`src/rtl/srx_pkg.sv`:
```
package srx_pkg;

    localparam int MAX_BITS = 8;

    typedef enum logic [1:0] {
        PAR_NONE = 2'd0,
        PAR_EVEN = 2'd1,
        PAR_ODD  = 2'd2,
        PAR_MARK = 2'd3
    } par_mode_e;

    typedef enum logic [2:0] {
        ST_IDLE,
        ST_START,
        ST_DATA,
        ST_PAR,
        ST_STOP,
        ST_POST,
        ST_HOLD
    } rx_state_e;

    typedef struct packed {
        logic [MAX_BITS-1:0] data;
        logic                par_err;
        logic                frm_err;
        logic                brk;
    } rx_word_t;

    // Value the parity bit must carry for the given data and mode.
    function automatic logic par_expect(logic [MAX_BITS-1:0] d, par_mode_e m);
        case (m)
            PAR_EVEN: return ^d;
            PAR_ODD:  return ~(^d);
            PAR_MARK: return 1'b1;
            default:  return 1'b0;
        endcase
    endfunction

endpackage

```
`src/rtl/srx_sync.sv`:
```
module srx_sync #(
    parameter int STAGES = 2
) (
    input  logic clk,
    input  logic rst,
    input  logic rx_in,
    output logic line,
    output logic fall
);
    logic [STAGES-1:0] pipe;
    logic              prev;

    always_ff @(posedge clk) begin
        if (rst) begin
            pipe <= '1;
            prev <= 1'b1;
        end else begin
            pipe <= {pipe[STAGES-2:0], rx_in};
            prev <= pipe[STAGES-1];
        end
    end

    assign line = pipe[STAGES-1];
    assign fall = prev & ~line;
endmodule

```
`src/rtl/srx_judge.sv`:
```
module srx_judge
    import srx_pkg::*;
(
    input  logic [MAX_BITS-1:0] data,
    input  logic                par_bit,
    input  logic                stop_bit,
    input  par_mode_e           mode,
    output rx_word_t            word
);
    logic frame_zero;

    always_comb begin
        frame_zero   = (data == '0) && !par_bit && !stop_bit;
        word.data    = data;
        word.brk     = frame_zero;
        word.frm_err = !stop_bit && !frame_zero;
        word.par_err = (mode != PAR_NONE) && !frame_zero &&
                       (par_bit != par_expect(data, mode));
    end
endmodule

```
`src/rtl/srx_fsm.sv`:
```
module srx_fsm
    import srx_pkg::*;
#(
    parameter int OSR = 16
) (
    input  logic                clk,
    input  logic                rst,
    input  logic                tick,
    input  logic                line,
    input  logic                fall,
    input  logic [2:0]          last_idx,
    input  logic                par_en,
    input  rx_word_t            judged,
    output logic [MAX_BITS-1:0] cap_data,
    output logic                cap_par,
    output logic                start_pulse,
    output logic                word_valid,
    output rx_word_t            word_q
);
    localparam int CW   = $clog2(OSR);
    localparam int HALF = OSR / 2;
    localparam logic [CW-1:0] HALF_END = CW'(HALF - 1);
    localparam logic [CW-1:0] FULL_END = CW'(OSR - 1);

    rx_state_e     state;
    logic [CW-1:0] cnt;
    logic [2:0]    bit_idx;

    always_ff @(posedge clk) begin
        if (rst) begin
            state       <= ST_IDLE;
            cnt         <= '0;
            bit_idx     <= '0;
            cap_data    <= '0;
            cap_par     <= 1'b0;
            start_pulse <= 1'b0;
            word_valid  <= 1'b0;
            word_q      <= '0;
        end else begin
            start_pulse <= 1'b0;
            word_valid  <= 1'b0;
            case (state)
                ST_IDLE: begin
                    cnt <= '0;
                    if (fall) state <= ST_START;
                end
                ST_START: if (tick) begin
                    if (cnt == HALF_END) begin
                        cnt <= '0;
                        if (!line) begin
                            state       <= ST_DATA;
                            start_pulse <= 1'b1;
                            cap_data    <= '0;
                            cap_par     <= 1'b0;
                            bit_idx     <= '0;
                        end else begin
                            state <= ST_IDLE;
                        end
                    end else cnt <= cnt + 1'b1;
                end
                ST_DATA: if (tick) begin
                    if (cnt == FULL_END) begin
                        cnt               <= '0;
                        cap_data[bit_idx] <= line;
                        if (bit_idx == last_idx) state <= par_en ? ST_PAR : ST_STOP;
                        else                     bit_idx <= bit_idx + 1'b1;
                    end else cnt <= cnt + 1'b1;
                end
                ST_PAR: if (tick) begin
                    if (cnt == FULL_END) begin
                        cnt     <= '0;
                        cap_par <= line;
                        state   <= ST_STOP;
                    end else cnt <= cnt + 1'b1;
                end
                ST_STOP: if (tick) begin
                    if (cnt == FULL_END) begin
                        cnt        <= '0;
                        word_q     <= judged;
                        word_valid <= 1'b1;
                        if (line)            state <= ST_IDLE;
                        else if (judged.brk) state <= ST_HOLD;
                        else                 state <= ST_POST;
                    end else cnt <= cnt + 1'b1;
                end
                ST_POST: if (tick) begin
                    if (line) begin
                        cnt   <= '0;
                        state <= ST_IDLE;
                    end else if (cnt == HALF_END) begin
                        cnt   <= '0;
                        state <= ST_START;
                    end else cnt <= cnt + 1'b1;
                end
                ST_HOLD: if (tick) begin
                    if (!line) cnt <= '0;
                    else if (cnt == HALF_END) begin
                        cnt   <= '0;
                        state <= ST_IDLE;
                    end else cnt <= cnt + 1'b1;
                end
                default: state <= ST_IDLE;
            endcase
        end
    end

    // a start is only accepted on a low line sample
    a_r1_start_on_low: assert property (@(posedge clk) disable iff (rst)
        start_pulse |-> !$past(line));

    // restart out of the post-stop window only with the line low
    a_r7_restart_low: assert property (@(posedge clk) disable iff (rst)
        (state == ST_START && $past(state) == ST_POST) |-> !$past(line));

    // leaving the post-break wait requires a high line
    a_r9_hold_exit_high: assert property (@(posedge clk) disable iff (rst)
        (state == ST_IDLE && $past(state) == ST_HOLD) |-> $past(line));

    // a break word is all zero and carries no other flag
    a_r6_brk_clean: assert property (@(posedge clk) disable iff (rst)
        (word_valid && word_q.brk) |-> (word_q.data == '0 && !word_q.frm_err && !word_q.par_err));

    // valid is a single-cycle pulse
    a_r11_valid_pulse: assert property (@(posedge clk) disable iff (rst)
        word_valid |=> !word_valid);

    // start and word pulses never coincide
    a_r11_no_overlap: assert property (@(posedge clk) disable iff (rst)
        !(start_pulse && word_valid));
endmodule

```
`src/rtl/async_rx_framer.sv`:
```
module async_rx_framer
    import srx_pkg::*;
#(
    parameter int OSR         = 16,
    parameter int SYNC_STAGES = 2
) (
    input  logic       clk,
    input  logic       rst,
    input  logic       tick,
    input  logic       rxd,
    input  logic [1:0] data_len,
    input  logic [1:0] par_mode,
    output logic       start_pulse,
    output logic       word_valid,
    output logic [7:0] word_data,
    output logic       word_par_err,
    output logic       word_frm_err,
    output logic       word_brk
);
    logic                line, fall;
    logic [MAX_BITS-1:0] cap_data;
    logic                cap_par;
    rx_word_t            judged, word_q;
    par_mode_e           mode;
    logic [2:0]          last_idx;

    assign mode     = par_mode_e'(par_mode);
    assign last_idx = {1'b0, data_len} + 3'd4;

    srx_sync #(.STAGES(SYNC_STAGES)) u_sync (
        .clk   (clk),
        .rst   (rst),
        .rx_in (rxd),
        .line  (line),
        .fall  (fall)
    );

    srx_judge u_judge (
        .data     (cap_data),
        .par_bit  (cap_par),
        .stop_bit (line),
        .mode     (mode),
        .word     (judged)
    );

    srx_fsm #(.OSR(OSR)) u_fsm (
        .clk         (clk),
        .rst         (rst),
        .tick        (tick),
        .line        (line),
        .fall        (fall),
        .last_idx    (last_idx),
        .par_en      (mode != PAR_NONE),
        .judged      (judged),
        .cap_data    (cap_data),
        .cap_par     (cap_par),
        .start_pulse (start_pulse),
        .word_valid  (word_valid),
        .word_q      (word_q)
    );

    assign word_data    = word_q.data;
    assign word_par_err = word_q.par_err;
    assign word_frm_err = word_q.frm_err;
    assign word_brk     = word_q.brk;
endmodule

```
`config.mk`:
```
export PLATFORM = sky130hd
export DESIGN_NAME = async_rx_framer
export DESIGN_NICKNAME = d
export VERILOG_FILES = /design/src/rtl/srx_pkg.sv /design/src/rtl/srx_sync.sv /design/src/rtl/srx_judge.sv /design/src/rtl/srx_fsm.sv /design/src/rtl/async_rx_framer.sv
export SDC_FILE = /design/constraint.sdc
export NUM_CORES = 1
export LEC_CHECK = 0
export ABC_AREA = 1
export BUFFER_PORTS_ARGS = -buffer_cell sky130_fd_sc_hd__buf_4
export CORE_UTILIZATION = 55
export DETAILED_ROUTE_END_ITERATION = 16
export GPL_ROUTABILITY_DRIVEN = 0
export PLACE_DENSITY_LB_ADDON = 0.08
export SETUP_SLACK_MARGIN = 0.02
export SLEW_MARGIN = 20
export SYNTH_ARGS = -nofsm -noshare
export SYNTH_HDL_FRONTEND = slang
export SYNTH_SLANG_ARGS = --single-unit
```
`constraint.sdc`:
```
create_clock -name clk -period 1.9 [get_ports clk]
set_input_delay 0.38 -clock clk [delete_from_list [all_inputs] [get_ports clk]]
set_output_delay 0.38 -clock clk [all_outputs]
set_load 0.005 [all_outputs]
```
==> results of run 1 <==
==> flip-flops by register name (all words and copies together) (netlist names) <==
register / count
u_fsm.cap_par: 1
u_fsm.cnt: 4
u_sync.pipe: 2
u_fsm.cap_data: 8
u_fsm.state: 3
u_sync.prev: 1
u_fsm.word_q: 11
u_fsm.word_valid: 1
u_fsm.bit_idx: 3
u_fsm.start_pulse: 1
==> final cells by class <==
cell class	count	area, sq um	area share (%)
multi-input combinational	226	1150	48.9
sequential	35	701	29.7
timing repair buffer	29	230	9.77
inverter	35	134	5.68
clock buffer	7	76.3	3.24
tap	46	57.6	2.44
clock inverter	1	5.00	0.212
==> report_power, final <==
group	switching [mW]	internal, mW
Combinational	0.529	0.323
Clock	0.271	0.257
Sequential	0.0630	0.780
==> per-stage QoR <==
step / instance area, sq um / worst slack [ns] / util (%) / hold slack, ns
floorplan: 2080 / 0.370 / - / 0.389
global placement: 2240 / 0.171 / 64.5 / 0.410
detailed placement: 2240 / 0.141 / 64.5 / 0.422
CTS: 2320 / 0.112 / 66.8 / 0.277
global route: 2360 / 0.0149 / 68.0 / 0.279
finish: 2360 / 0.163 / 68.0 / 0.279
==> cells in the final DEF, fill, tap and decap left out, drive strengths merged <==
cell type / instances
o21ai: 23
buf: 29
nand3b: 1
o31ai: 1
nor4: 1
dfxtp: 35
clkbuf: 7
xnor2: 2
a21oi: 27
nand3: 30
clkinv: 1
o21a: 1
nor3: 8
inv: 35
o211a: 1
nand2: 64
ha: 6
nand4: 13
nor2: 40
or2: 8
==> logic make-up after synthesis <==
| group | Yosys count | share of synthesized area, % |
|---|---|---|
| buf+inv | 47 | 11.2 |
| fa+ha+maj | 6 | 3.61 |
| xor+xnor | 2 | 0.841 |
| simple gates | 165 | 37.3 |
| flops | 35 | 33.7 |
| compound gates | 53 | 13.4 |
==> what timing repair did <==
| action | CTS | global route |
|---|---|---|
| setup endpoints to repair | 0 | 15 |
| buffers inserted | 0 | 3 |
| hold buffers | 0 | 0 |
| gates resized for setup | 0 | 1 |
==> worst paths after layout <==
kind                             start                        endpoint  slack [ns]  cells past startpoint
max reg2reg  u_fsm.cnt[0]$_SDFFE_PP0P_  u_fsm.cap_data[7]$_SDFFE_PP0P_        0.16                      9
min reg2reg  u_sync.pipe[0]$_SDFF_PP1_       u_sync.pipe[1]$_SDFF_PP1_        0.43                      1
min                                rxd       u_sync.pipe[0]$_SDFF_PP1_        0.28                      2
max          u_fsm.cnt[0]$_SDFFE_PP0P_  u_fsm.cap_data[7]$_SDFFE_PP0P_        0.16                      9
==> per-layer routing <==
metal / wire length [um] / track usage, % / vias to the layer above
met5: 0 / 0 / -
met2: 2220 / 41.0 / 44
met1: 2190 / 32.6 / 879
met3: 172 / 5.07 / 6
met4: 54 / 8.24 / 0
li1: - / - / 1067
==> results.yml, run 1 <==
power:
  powerDensity_nw_per_um2: 943
  leakagePower_nw: 1.04
  power_mw: 2.22
  ir_drop_mv: 0.581
place:
  dp_cells: 368
  dpl.hpwl_um: 3340
  io_buffers: 20
synthesis:
  syn-instance-count: 308
  synth_area_sq_um: 2080
  synth_area_per_cell_sq_um: 6.76
  synthArstFlopShare_pct: 0
  ys_ff_latch: 35
  synth_area_leaders: "dfxtp_1 34%, nand2_1 11%, nand3_1 7.0%"
  synth_edf_count: 0
  seq_area_frac_synth_pct: 33.7
  synthFlopType: "dfxtp_1"
  yosysTopAreaCell: "dfxtp_1"
  yosys-top-cells-count: "60 x nand2_1, 36 x nor2_1, 35 x dfxtp_1"
  yosysMostFrequentCell: "nand2_1"
  ys_warn_count: 0
  ys_types: 33
  synthDominantCellAreaShare_pct: 33.7
  synthesis.nets: 322
cts:
  htreeDepth: 2
  cts_root_buffer: "clkbuf_8"
  tritoncts_num_sinks: 35
  cts-buffers-inserted: 5
  cts_max_path_buffers: 2
  clk_latency_ns: 0.29
  clk_pin_slew_worst_paths_ns: 0.07
  cts_tree: "done"
global_routing:
  antenna_found_initial: 0
  grt_start_max_net_pins: 21
  globalRouteOverflowTotal: 0
  grt_usage_pct: 25.1
  grt_pass1_wl_um: 8020
  grt_pass1_vias: 1840
cells_and_area:
  fill_cells: 349
  nNetsFinal: 346
  antenna_cells: 0
  area_growth_pct: 13.2
  drive_above_1_share_pct: 17.4
  fin_cells: 379
timing:
  setup_tns_ns: 0
  period_share_pct: 91.4
  fmax_ghz: 0.576
  final_max_slew_viol_count: 0
  finalHoldViolations: 0
  finClkSkew_ns: 0.00463
  fin_crit_ns: 1.74
  setup_viol: 0
  slew_headroom_pct: 74.1
  rsz0062_at_grt: "yes"
  worst_pin_slew_ns: 0.388
die:
  io_pins: 21
  dieArea_sq_um: 4040
  start_util_pct: 60.0
  die_height_um: 63.5
  rows: 21
  fp.coreArea_sq_um: 3470
  chipWidth_um: 63.5
drt:
  drt_iter0_markers: 193
  detail_route.wl_per_cell_um: 12.2
  drtAntennaViolNets: 0
  vias: 1996
  dr.pass1.iters: 5
  wirelength_um: 4630
  drc: 0
  viasPerCell: 5.27
critical_path:
  cp_cell_sequence: "ha_1 > nand3_1 > nand2_1 > nand2_2 > nor2_4 > buf_12 > nand3_1 > nand2_1 > a21oi_1"
  cp.arrival_ns: 1.91
  cp_slowest_stage_delay_ns: 0.38
  path_delay_family: "simple AND/OR/NAND/NOR gates"
  cp.required_ns: 2.07
  slowest_stage: "dfxtp_1"
  end_kind: "flip-flop"
  crit_fanout: 8
  crit_buf_inv: 1
  cp-start-kind: "flip-flop"
  worstSetupPathType: "reg2reg"
run_status:
  outcome: "complete, no violations"
min_path:
  hold_class: "in2reg"
flow_run:
  drv_cap: 0
Power figures use the tool's default switching activity.
==> run 2, diff against run 1 <==
Settings changed: ABC_AREA 1 to default.
==> results.yml, run 2 <==
global_routing:
  antenna_found_initial: 0
  globalRouteOverflowTotal: 0
  grt_usage_pct: 25.1
  grt_pass1_vias: 1698
  grt_pass1_wl_um: 7980
  grt_start_max_net_pins: 37
timing:
  fmax_ghz: 0.550
  rsz0062_at_grt: "yes"
  period_share_pct: 95.6
  fin_crit_ns: 1.82
  setup_tns_ns: 0
  setup_viol: 0
  final_max_slew_viol_count: 0
  finClkSkew_ns: 0.00986
  finalHoldViolations: 0
  slew_headroom_pct: 64.0
  worst_pin_slew_ns: 0.538
cts:
  cts_tree: "done"
  tritoncts_num_sinks: 35
  cts_max_path_buffers: 2
  clk_pin_slew_worst_paths_ns: 0.08
  clk_latency_ns: 0.30
  htreeDepth: 2
  cts_root_buffer: "clkbuf_8"
  cts-buffers-inserted: 5
die:
  fp.coreArea_sq_um: 3660
  rows: 22
  start_util_pct: 57.5
  chipWidth_um: 63.8
  die_height_um: 63.8
  dieArea_sq_um: 4080
  io_pins: 21
cells_and_area:
  layout_common_cells: "45 x buf_4, 30 x nor2_1, 22 x dfxtp_1"
  fill_cells: 308
  largest_reg_flops: 11
  top_regs: "u_fsm.word_q: 11 flops, u_fsm.cap_data: 8 flops, u_fsm.cnt: 4 flops"
  stdcell_area_sq_um: 2600
  drive_above_1_share_pct: 31.5
  multi_input_comb_area_sq_um: 1320
  area_growth_pct: 23.4
  regArea_sq_um: 717
  nNetsFinal: 299
  antenna_cells: 0
  layout_commonest_cell: "buf_4"
  top_register: "u_fsm.word_q"
critical_path:
  slowest_stage: "or4_1"
  cp.required_ns: 2.09
  cp_cell_sequence: "ha_4 > nand3_1 > or4_1 > buf_4 > mux2i_1 > nor2_1"
  crit_fanout: 11
  cp-start-kind: "flip-flop"
  path_delay_family: "simple AND/OR/NAND/NOR gates"
  crit_buf_inv: 1
  worstSetupPathType: "reg2reg"
  cp.arrival_ns: 2.01
  end_kind: "flip-flop"
  cp_slowest_stage_delay_ns: 0.52
synthesis:
  ys_types: 63
  synth_area_leaders: "dfxtp_1 33%, nor2_1 5.4%, mux2i_1 4.8%"
  synth_area_sq_um: 2100
  synth_compound_gate_area_share_pct: 21.7
  yosys.area_share.xor_xnor_pct: 3.33
  synthArstFlopShare_pct: 0
  synth_area_per_cell_sq_um: 8.38
  synthesis.nets: 265
  syn-instance-count: 251
  synth_top_family_by_area: "simple AND/OR/NAND/NOR gates"
  seq_area_frac_synth_pct: 33.3
  synthAdderAreaFrac_pct: 3.57
  synthSimpleGateAreaFrac_pct: 25.0
  yosysTopAreaCell: "dfxtp_1"
  ys_ff_latch: 35
  synthDominantCellAreaShare_pct: 33.3
  synthFlopType: "dfxtp_1"
  synth_edf_count: 0
  yosysMostFrequentCell: "dfxtp_1"
  yosys-top-cells-count: "35 x dfxtp_1, 30 x nor2_1, 15 x nand2_1"
  ys_warn_count: 0
  synth_mux_area_share_pct: 5.29
power:
  powerDensity_nw_per_um2: 531
  power_mw: 1.38
  leakagePower_nw: 1.01
  ir_drop_mv: 0.385
place:
  dpl.hpwl_um: 3400
  io_buffers: 20
  placed_area_sq_um: 2380
drt:
  dr.pass1.iters: 4
  drc: 0
  drt_iter0_markers: 116
  wirelength_um: 5190
  viasPerCell: 5.72
  detail_route.wl_per_cell_um: 15.5
  vias: 1912
  drtAntennaViolNets: 0
flow_run:
  drv_cap: 0
min_path:
  hold_class: "in2reg"
run_status:
  outcome: "complete, no violations"
[run 2: changes by cell type after synthesis, sizes merged, moves of 4 or more]
| cell | before | now |
|---|---|---|
| nand2 | 64 | 15 |
| nand4 | 13 | 1 |
| a21oi | 27 | 12 |
| nor2b | 0 | 5 |
| xnor2 | 2 | 6 |
| inv | 35 | 13 |
| clkbuf | 3 | 11 |
| or2 | 8 | 4 |
| nand3b | 1 | 12 |
| nor2 | 40 | 30 |
| nand3 | 30 | 5 |
| mux2i | 0 | 10 |
| o21ai | 23 | 16 |
[run 2: final cells by class]
class,count,area share (%)
Clock buffer,5,2.65
Inverter,14,2.02
Clock inverter,3,0.771
Tap cell,48,2.31
Multi-Input combinational cell,182,51.0
Sequential cell,35,27.6
Timing Repair Buffer,47,13.6
[run 2: cells by family after synthesis]
logic type | after synthesis
adder cells (fa/ha/maj) | 6
buffers and inverters | 34
AO/OA/AOI/OAI | 62
XOR/XNOR | 8
multiplexers | 11
flip-flops | 35
AND/OR/NAND/NOR | 95
[run 2: per-stage QoR]
step | utilization, % | hold WS, ns | std cells | setup WS [ns]
6_report | 70.9 | 0.271 | 334 | 0.0829
3_5_place_dp | 64.9 | 0.408 | 322 | 0.0338
2_1_floorplan | - | 0.389 | 251 | 0.0342
3_3_place_gp | 64.9 | 0.392 | 322 | 0.0748
5_1_grt | 70.9 | 0.269 | 334 | 0.0121
4_1_cts | 67.8 | 0.267 | 331 | 0.0377
[run 2: power by group]
part	total [mW]	internal [mW]	switching, mW
sequential	0.741	0.737	0.00401
clock	0.551	0.255	0.296
combinational	0.0876	0.0384	0.0492
[run 2: path summary, 6_finish.rpt]
check	startpoint	to	slack [ns]	cells after the start
setup / recovery	u_fsm.cnt[1]$_SDFFE_PP0P_	u_fsm.word_q[10]$_SDFFE_PP0P_	0.08	6
hold / removal	rxd	u_sync.pipe[0]$_SDFF_PP1_	0.27	2
setup reg to reg	u_fsm.cnt[1]$_SDFFE_PP0P_	u_fsm.word_q[10]$_SDFFE_PP0P_	0.08	6
hold reg to reg	u_sync.pipe[0]$_SDFF_PP1_	u_sync.pipe[1]$_SDFF_PP1_	0.41	1
[run 2: repair_timing]
item / 4_1_cts / 5_1_grt
setup endpoints to repair: 1 / 16
hold buffers: 0 / 0
setup buffers: 1 / 2
pin swaps: 1 / 6
resized for setup: 1 / 23
cloned: 0 / 1
[run 2: layer usage]
layer	track usage, %	share of wire, %
met5	0	0
met4	10.8	1.6
met3	6.07	4.3
met2	37.5	47
met1	34.1	47
[run 2: worst reg2reg max path: stages (launching register included)]
cell and delay (ns):
dfxtp_1 0.39, ha_4 0.18, nand3_1 0.14, or4_1 0.53, buf_4 0.22, mux2i_1 0.21, nor2_1 0.05
